**config.mk**
```make
export PLATFORM = sky130hd
export DESIGN_NAME = stack_ptr_unit
export DESIGN_NICKNAME = d
export VERILOG_FILES = /design/src/rtl/sp_pkg.sv /design/src/rtl/sp_addr_gen.sv /design/src/rtl/sp_byte_bank.sv /design/src/rtl/sp_limit_mon.sv /design/src/rtl/stack_ptr_unit.sv
export SDC_FILE = /design/constraint.sdc
export NUM_CORES = 1
export LEC_CHECK = 0
export ABC_AREA = 1
export CORE_MARGIN = 2
export CORE_UTILIZATION = 52
export DETAILED_ROUTE_END_ITERATION = 7
export GPL_ROUTABILITY_DRIVEN = 0
export PLACE_DENSITY = 0.94
export SYNTH_ARGS = -nofsm -noshare
export SYNTH_HDL_FRONTEND = slang
export SYNTH_SLANG_ARGS = --single-unit
```
**constraint.sdc**
```tcl
create_clock -name clk -period 3 [get_ports clk]
set_clock_uncertainty 0.2 [all_clocks]
set_input_delay 0.45 -clock clk [delete_from_list [all_inputs] [get_ports clk]]
set_output_delay 0.45 -clock clk [all_outputs]
set_load 0.03 [all_outputs]
```
**src/rtl/sp_pkg.sv**
```systemverilog
package sp_pkg;

  typedef enum logic [2:0] {
    SOP_IDLE    = 3'd0,
    SOP_PUSH_B  = 3'd1,
    SOP_POP_B   = 3'd2,
    SOP_PUSH_RA = 3'd3,
    SOP_POP_RA  = 3'd4
  } sop_e;

  // Unused codes fold onto idle.
  function automatic sop_e decode_op(input logic [2:0] code);
    case (code)
      3'd1:    return SOP_PUSH_B;
      3'd2:    return SOP_POP_B;
      3'd3:    return SOP_PUSH_RA;
      3'd4:    return SOP_POP_RA;
      default: return SOP_IDLE;
    endcase
  endfunction

  function automatic logic op_moves(input sop_e op);
    return op != SOP_IDLE;
  endfunction

  function automatic logic op_is_push(input sop_e op);
    return (op == SOP_PUSH_B) || (op == SOP_PUSH_RA);
  endfunction

  // Step size in bytes.
  function automatic logic [1:0] op_step(input sop_e op);
    case (op)
      SOP_PUSH_B, SOP_POP_B:   return 2'd1;
      SOP_PUSH_RA, SOP_POP_RA: return 2'd2;
      default:                 return 2'd0;
    endcase
  endfunction

endpackage

```
**src/rtl/sp_addr_gen.sv**
```systemverilog
module sp_addr_gen
  import sp_pkg::*;
#(
  parameter int AW = 16
) (
  input  logic [AW-1:0] sp_i,
  input  sop_e          op_i,
  output logic [AW-1:0] nxt_o,
  output logic [AW-1:0] addr_a_o,
  output logic [AW-1:0] addr_b_o
);

  function automatic logic [AW-1:0] next_ptr(input logic [AW-1:0] sp, input sop_e op);
    logic [AW-1:0] step;
    step = AW'(op_step(op));
    if (op_is_push(op)) return sp - step;
    return sp + step;
  endfunction

  function automatic logic [AW-1:0] first_addr(input logic [AW-1:0] sp, input sop_e op);
    if (op == SOP_POP_B || op == SOP_POP_RA) return sp + AW'(1);
    return sp;
  endfunction

  function automatic logic [AW-1:0] second_addr(input logic [AW-1:0] sp, input sop_e op);
    case (op)
      SOP_PUSH_RA: return sp - AW'(1);
      SOP_POP_RA:  return sp + AW'(2);
      default:     return first_addr(sp, op);
    endcase
  endfunction

  always_comb begin
    nxt_o    = next_ptr(sp_i, op_i);
    addr_a_o = first_addr(sp_i, op_i);
    addr_b_o = second_addr(sp_i, op_i);
  end

endmodule

```
**src/rtl/sp_byte_bank.sv**
```systemverilog
module sp_byte_bank #(
  parameter int          AW       = 16,
  parameter logic [AW-1:0] RESET_SP = 16'h02FF
) (
  input  logic          clk,
  input  logic          rst_n,
  input  logic          wr_en_i,
  input  logic          wr_hi_i,
  input  logic [7:0]    wr_data_i,
  input  logic          mv_en_i,
  input  logic [AW-1:0] nxt_i,
  output logic [AW-1:0] sp_o
);

  localparam int NB  = AW / 8;
  localparam int TOP = NB - 1;

  // Write strobe per byte lane.
  logic [NB-1:0] lane_wr;

  for (genvar gi = 0; gi < NB; gi++) begin : g_lane
    localparam logic [7:0] RST_B = RESET_SP[gi*8 +: 8];

    assign lane_wr[gi] = wr_en_i && (wr_hi_i ? (gi == TOP) : (gi == 0));

    always_ff @(posedge clk or negedge rst_n) begin
      if (!rst_n)          sp_o[gi*8 +: 8] <= RST_B;
      else if (lane_wr[gi]) sp_o[gi*8 +: 8] <= wr_data_i;
      else if (!wr_en_i && mv_en_i) sp_o[gi*8 +: 8] <= nxt_i[gi*8 +: 8];
    end
  end


  hi_write_load_chk: assert property (@(posedge clk) disable iff (!rst_n)
    (wr_en_i && wr_hi_i) |=> (sp_o[AW-1 -: 8] == $past(wr_data_i)));


  lo_write_keeps_hi_chk: assert property (@(posedge clk) disable iff (!rst_n)
    (wr_en_i && !wr_hi_i) |=> (sp_o[AW-1 -: 8] == $past(sp_o[AW-1 -: 8]) &&
                               sp_o[7:0] == $past(wr_data_i)));

endmodule

```
**src/rtl/sp_limit_mon.sv**
```systemverilog
module sp_limit_mon #(
  parameter int            AW        = 16,
  parameter logic [AW-1:0] LOW_LIMIT = 16'h0060
) (
  input  logic [AW-1:0] sp_i,
  output logic          low_o
);

  function automatic logic at_or_below(input logic [AW-1:0] sp);
    return sp <= LOW_LIMIT;
  endfunction

  assign low_o = at_or_below(sp_i);

endmodule

```
**src/rtl/stack_ptr_unit.sv**
```systemverilog
module stack_ptr_unit
  import sp_pkg::*;
#(
  parameter int            AW        = 16,
  parameter logic [AW-1:0] RESET_SP  = 16'h02FF,
  parameter logic [AW-1:0] LOW_LIMIT = 16'h0060
) (
  input  logic          clk,
  input  logic          rst_n,
  input  logic [2:0]    op_i,
  input  logic          wr_en_i,
  input  logic          wr_hi_i,
  input  logic [7:0]    wr_data_i,
  output logic [AW-1:0] addr_a_o,
  output logic [AW-1:0] addr_b_o,
  output logic [AW-1:0] sp_o,
  output logic [7:0]    sp_hi_o,
  output logic [7:0]    sp_lo_o,
  output logic          low_o
);

  // Named internal events for the checks.
  sop_e          op_dec;
  logic          op_move;
  logic          op_taken;
  logic [AW-1:0] sp_nxt;

  assign op_dec   = decode_op(op_i);
  assign op_move  = op_moves(op_dec);
  assign op_taken = op_move && !wr_en_i;

  sp_addr_gen #(.AW(AW)) u_addr (
    .sp_i     (sp_o),
    .op_i     (op_dec),
    .nxt_o    (sp_nxt),
    .addr_a_o (addr_a_o),
    .addr_b_o (addr_b_o)
  );

  sp_byte_bank #(.AW(AW), .RESET_SP(RESET_SP)) u_bank (
    .clk       (clk),
    .rst_n     (rst_n),
    .wr_en_i   (wr_en_i),
    .wr_hi_i   (wr_hi_i),
    .wr_data_i (wr_data_i),
    .mv_en_i   (op_move),
    .nxt_i     (sp_nxt),
    .sp_o      (sp_o)
  );

  sp_limit_mon #(.AW(AW), .LOW_LIMIT(LOW_LIMIT)) u_mon (
    .sp_i  (sp_o),
    .low_o (low_o)
  );

  assign sp_hi_o = sp_o[AW-1 -: 8];
  assign sp_lo_o = sp_o[7:0];


  push_b_step_chk: assert property (@(posedge clk) disable iff (!rst_n)
    (op_i == 3'd1 && !wr_en_i) |=> (sp_o == $past(sp_o) - AW'(1)));


  pop_b_step_chk: assert property (@(posedge clk) disable iff (!rst_n)
    (op_i == 3'd2 && !wr_en_i) |=> (sp_o == $past(sp_o) + AW'(1)));


  push_ra_step_chk: assert property (@(posedge clk) disable iff (!rst_n)
    (op_i == 3'd3 && !wr_en_i) |=> (sp_o == $past(sp_o) - AW'(2)));


  pop_ra_step_chk: assert property (@(posedge clk) disable iff (!rst_n)
    (op_i == 3'd4 && !wr_en_i) |=> (sp_o == $past(sp_o) + AW'(2)));


  idle_hold_chk: assert property (@(posedge clk) disable iff (!rst_n)
    (!wr_en_i && (op_i == 3'd0 || op_i > 3'd4)) |=> $stable(sp_o));


  push_ra_adjacent_chk: assert property (@(posedge clk) disable iff (!rst_n)
    (op_i == 3'd3) |-> (addr_a_o - addr_b_o == AW'(1) && addr_a_o == sp_o));


  pop_ra_adjacent_chk: assert property (@(posedge clk) disable iff (!rst_n)
    (op_i == 3'd4) |-> (addr_b_o - addr_a_o == AW'(1) && addr_a_o - sp_o == AW'(1)));


  write_wins_chk: assert property (@(posedge clk) disable iff (!rst_n)
    (wr_en_i && op_move) |=> (sp_o[7:0] == $past(sp_o[7:0]) || sp_o[AW-1 -: 8] == $past(sp_o[AW-1 -: 8])));

endmodule

```
==> results.ini <==
[floorplan]
die_area_um2 = 7010
die_x_um = 83.7
io_pins = 80
rows = 29
core_area_um2 = 6240
start_util_pct = 52.9
die_h_um = 83.7

[finish]
largest_reg_flops = 16
drive_above_1_share_pct = 17.1
nNetsFinal = 761
reg_top3 = u_bank.sp_o: 16 flops
n_antenna_cell = 0
fill_cells = 516
area_growth_pct = 33.7
regMostFlops = u_bank.sp_o
final_cell_area_um2 = 4420

[cts]
insertion_delay_ns = 0.26
cts_buffers = 3
cts.htree.levels = 1
clkTransAtPathRegs_ns = 0.07
cts_tree = built
clockBufferDepth = 2
cts_num_sinks = 16
cts-root-buf = clkbuf_8

[critical_path]
crit_slowest_cell = dfstp_2
crit_buf_inv = 2
crit_top_cell = nand2_1
slowest_delay_ns = 0.54
cpLargestDelayFamily = simple AND/OR/NAND/NOR gates
path_cells = buf_4 -> ha_2 -> nand2_2 -> nor2_4 -> nand2_4 -> nor2_1 -> nand2_1 -> nand2_1 -> nand2_1 -> nand2_1 -> nand3_1 -> buf_4
r2r_setup_slack_ns = 0.61
worst_ep_required_time_ns = 2.35
crit_fanout = 7
worst_ep_arrival_time_ns = 2.18
critPathKind = reg -> out
rr_endpoint = u_bank.sp_o[12]
r2r_start = u_bank.sp_o[0]
crit_path_end_kind = output port
start_kind = register
reg2reg_depth = 11

[drt]
viasPerCell = 5.61
dr.pass1.iters = 5
post_drt_wl_per_cell_um = 14.5
final_antenna_net_count = 0
via_count = 4468
wirelength_mm = 11.6
drc = 0
drtIter0Drc = 368

[timing]
worst_slew_pin_slew_ns = 0.777
max_freq_mhz = 354
finalHoldViolCount = 0
rsz0062_at_grt = false
post-route-min-period_ns = 2.83
finalMaxSlewViolations = 0
post-route-period-util_pct = 94.2
slew_headroom_pct = 48.1
tns_ns = 0
setup_ws_ns = 0.173
setup_violations = 0

[place]
dpl.hpwl_mm = 8.68
io_buffers = 79
place_ws_ns = -0.372
post_dp_cell_area_um2 = 4270

[synthesis]
synth_xor_area_share_pct = 2.12
syn_area_per_cell_um2 = 5.34
synth-seq-cells = 16
syn-num-nets = 659
ys_async_sr_fraction_pct = 100
netlist_area_um2 = 3300
muxShareOfSynthArea_pct = 0
yosys.area_share.simple_pct = 50.5
synth_ff_type = dfstp_2
synth_edf_count = 0
yosysSeqAreaShare_pct = 12.5
yosys.area_share.adder_pct = 9.69
synth_cell_types = 33
synth_compound_area_share_pct = 8.41
synthCells = 619
synth_top_family_by_area = simple AND/OR/NAND/NOR gates
yosys_warnings = 0

[hold_path]
holdPathEnd = u_bank.sp_o[2]
min_from = u_bank.sp_o[2]
hp-class = reg -> reg
whs_path_depth = 2

[power]
ir_drop_v = 0.000506
powerDensity_nw_per_um2 = 893
p_leak_nw = 2.37

[global_routing]
grt_max_degree = 17
grt_pass1_vias = 4292
grt-ovfl-total = 0
grt_pass1_wl_mm = 19.1
grt_usage_pct = 32.5
grt_antenna_before_repair = 0

[status]
status = complete, no violations

[job]
cap_violations = 0

[routing by layer]
| metal | track usage, % | vias to the layer above | routed length [µm] |
|---|---|---|---|
| met5 | 0 | - | 0 |
| met4 | 16.1 | 0 | 515 |
| met3 | 4.06 | 69 | 1120 |
| met2 | 58.6 | 270 | 5710 |
| met1 | 37.5 | 1997 | 4210 |
| li1 | - | 2132 | - |
[synth_stat cells, drive strengths merged (2+ instances only)]
master / count / area [µm²]
o31ai: 2 / 15.0
nand4: 9 / 56.3
xnor2: 2 / 17.5
nor2: 67 / 279
or2: 2 / 12.5
a21oi: 18 / 93.8
inv: 92 / 345
o211ai: 4 / 30.0
nand2: 242 / 918
dfstp: 9 / 236
o21ai: 26 / 130
nand3: 68 / 353
ha: 24 / 300
dfrtp: 7 / 175
nor3: 3 / 15.0
nand3b: 2 / 15.0
and2: 2 / 12.5
buf: 27 / 196
xor2: 6 / 52.6
clkbuf: 3 / 11.3
[power breakdown]
| group | total, mW | internal, mW | switching, mW | leakage, nW |
|---|---|---|---|---|
| combinational | 3.24 | 1.23 | 2.01 | 2.16 |
| clock | 0.200 | 0.117 | 0.0837 | 0.0288 |
| sequential | 0.509 | 0.322 | 0.187 | 0.179 |
[final cells by class]
type	instances	area (µm²)	area share, %
sequential	16	412	9.31
clock buffer	4	55.1	1.25
tap	77	96.3	2.18
inverter	93	349	7.90
timing repair buffer	127	1080	24.5
multi-input combinational	480	2420	54.8
[layout by cell type (no fill, tap or decap), types with 5 or more instances in the layout]
| cell type | instances |
|---|---|
| nand3_1 | 67 |
| nor2_1 | 59 |
| a21oi_1 | 16 |
| clkdlybuf4s50_1 | 43 |
| inv_2 | 5 |
| o21ai_0 | 24 |
| buf_4 | 79 |
| nand2_2 | 6 |
| nand2_1 | 234 |
| dfstp_2 | 9 |
| nand4_1 | 9 |
| dfrtp_1 | 7 |
| xor2_1 | 6 |
| inv_1 | 87 |
| nor2_4 | 6 |
| ha_1 | 20 |
[timing repair]
action | CTS | global route
hold buffers | 0 | 0
endpoints found under the hold margin | 0 | 0
setup endpoints to repair | 10 | 30
buffers inserted | 0 | 0
gates resized for setup | 13 | 12
pin swaps | 0 | 0
[stage by stage]
step                      power, mW  util, %  hold WS [ns]  cells
after floorplan                2.51        -       -0.0456    619
after global placement         3.47     68.5         0.359    793
after detailed placement       3.58     68.5         0.378    793
after CTS                      3.84     70.4         0.388    797
after global routing           4.23     70.8         0.409    797
final                          3.95     70.8         0.385    797
[how the worst max path moves through the flow]
| stage | start | end | slack [ns] | cells past startpoint |
|---|---|---|---|---|
| detailed placement | op_i[2] | u_bank.sp_o[15] | -0.37 | 18 |
| finish | u_bank.sp_o[1] | addr_b_o[9] | 0.17 | 12 |
| global placement | op_i[2] | u_bank.sp_o[14] | -0.25 | 18 |
| global route | u_bank.sp_o[1] | addr_b_o[9] | 0.002 | 12 |
| CTS | op_i[2] | u_bank.sp_o[15] | 0.002 | 19 |
| floorplan | op_i[2] | u_bank.sp_o[7] | 0.03 | 15 |
[worst register-to-register path: cells and delay by family (launching register included)]
| family | cells | cell delay (ns) |
|---|---|---|
| adder cells (fa/ha/maj) | 2 | 0.64 |
| flip-flops | 1 | 0.60 |
| buffers and inverters | 2 | 0.26 |
| AND/OR/NAND/NOR | 7 | 0.57 |
[cells by family (layout without fill, tap and decap cells)]
family | after synthesis | count (layout)
buffers and inverters | 123 | 224
flip-flops | 16 | 16
XOR/XNOR | 8 | 8
adder cells (fa/ha/maj) | 25 | 25
AND/OR/NAND/NOR | 396 | 396
AO/OA/AOI/OAI | 51 | 51
Note: power is estimated with default switching activity, not from simulation.
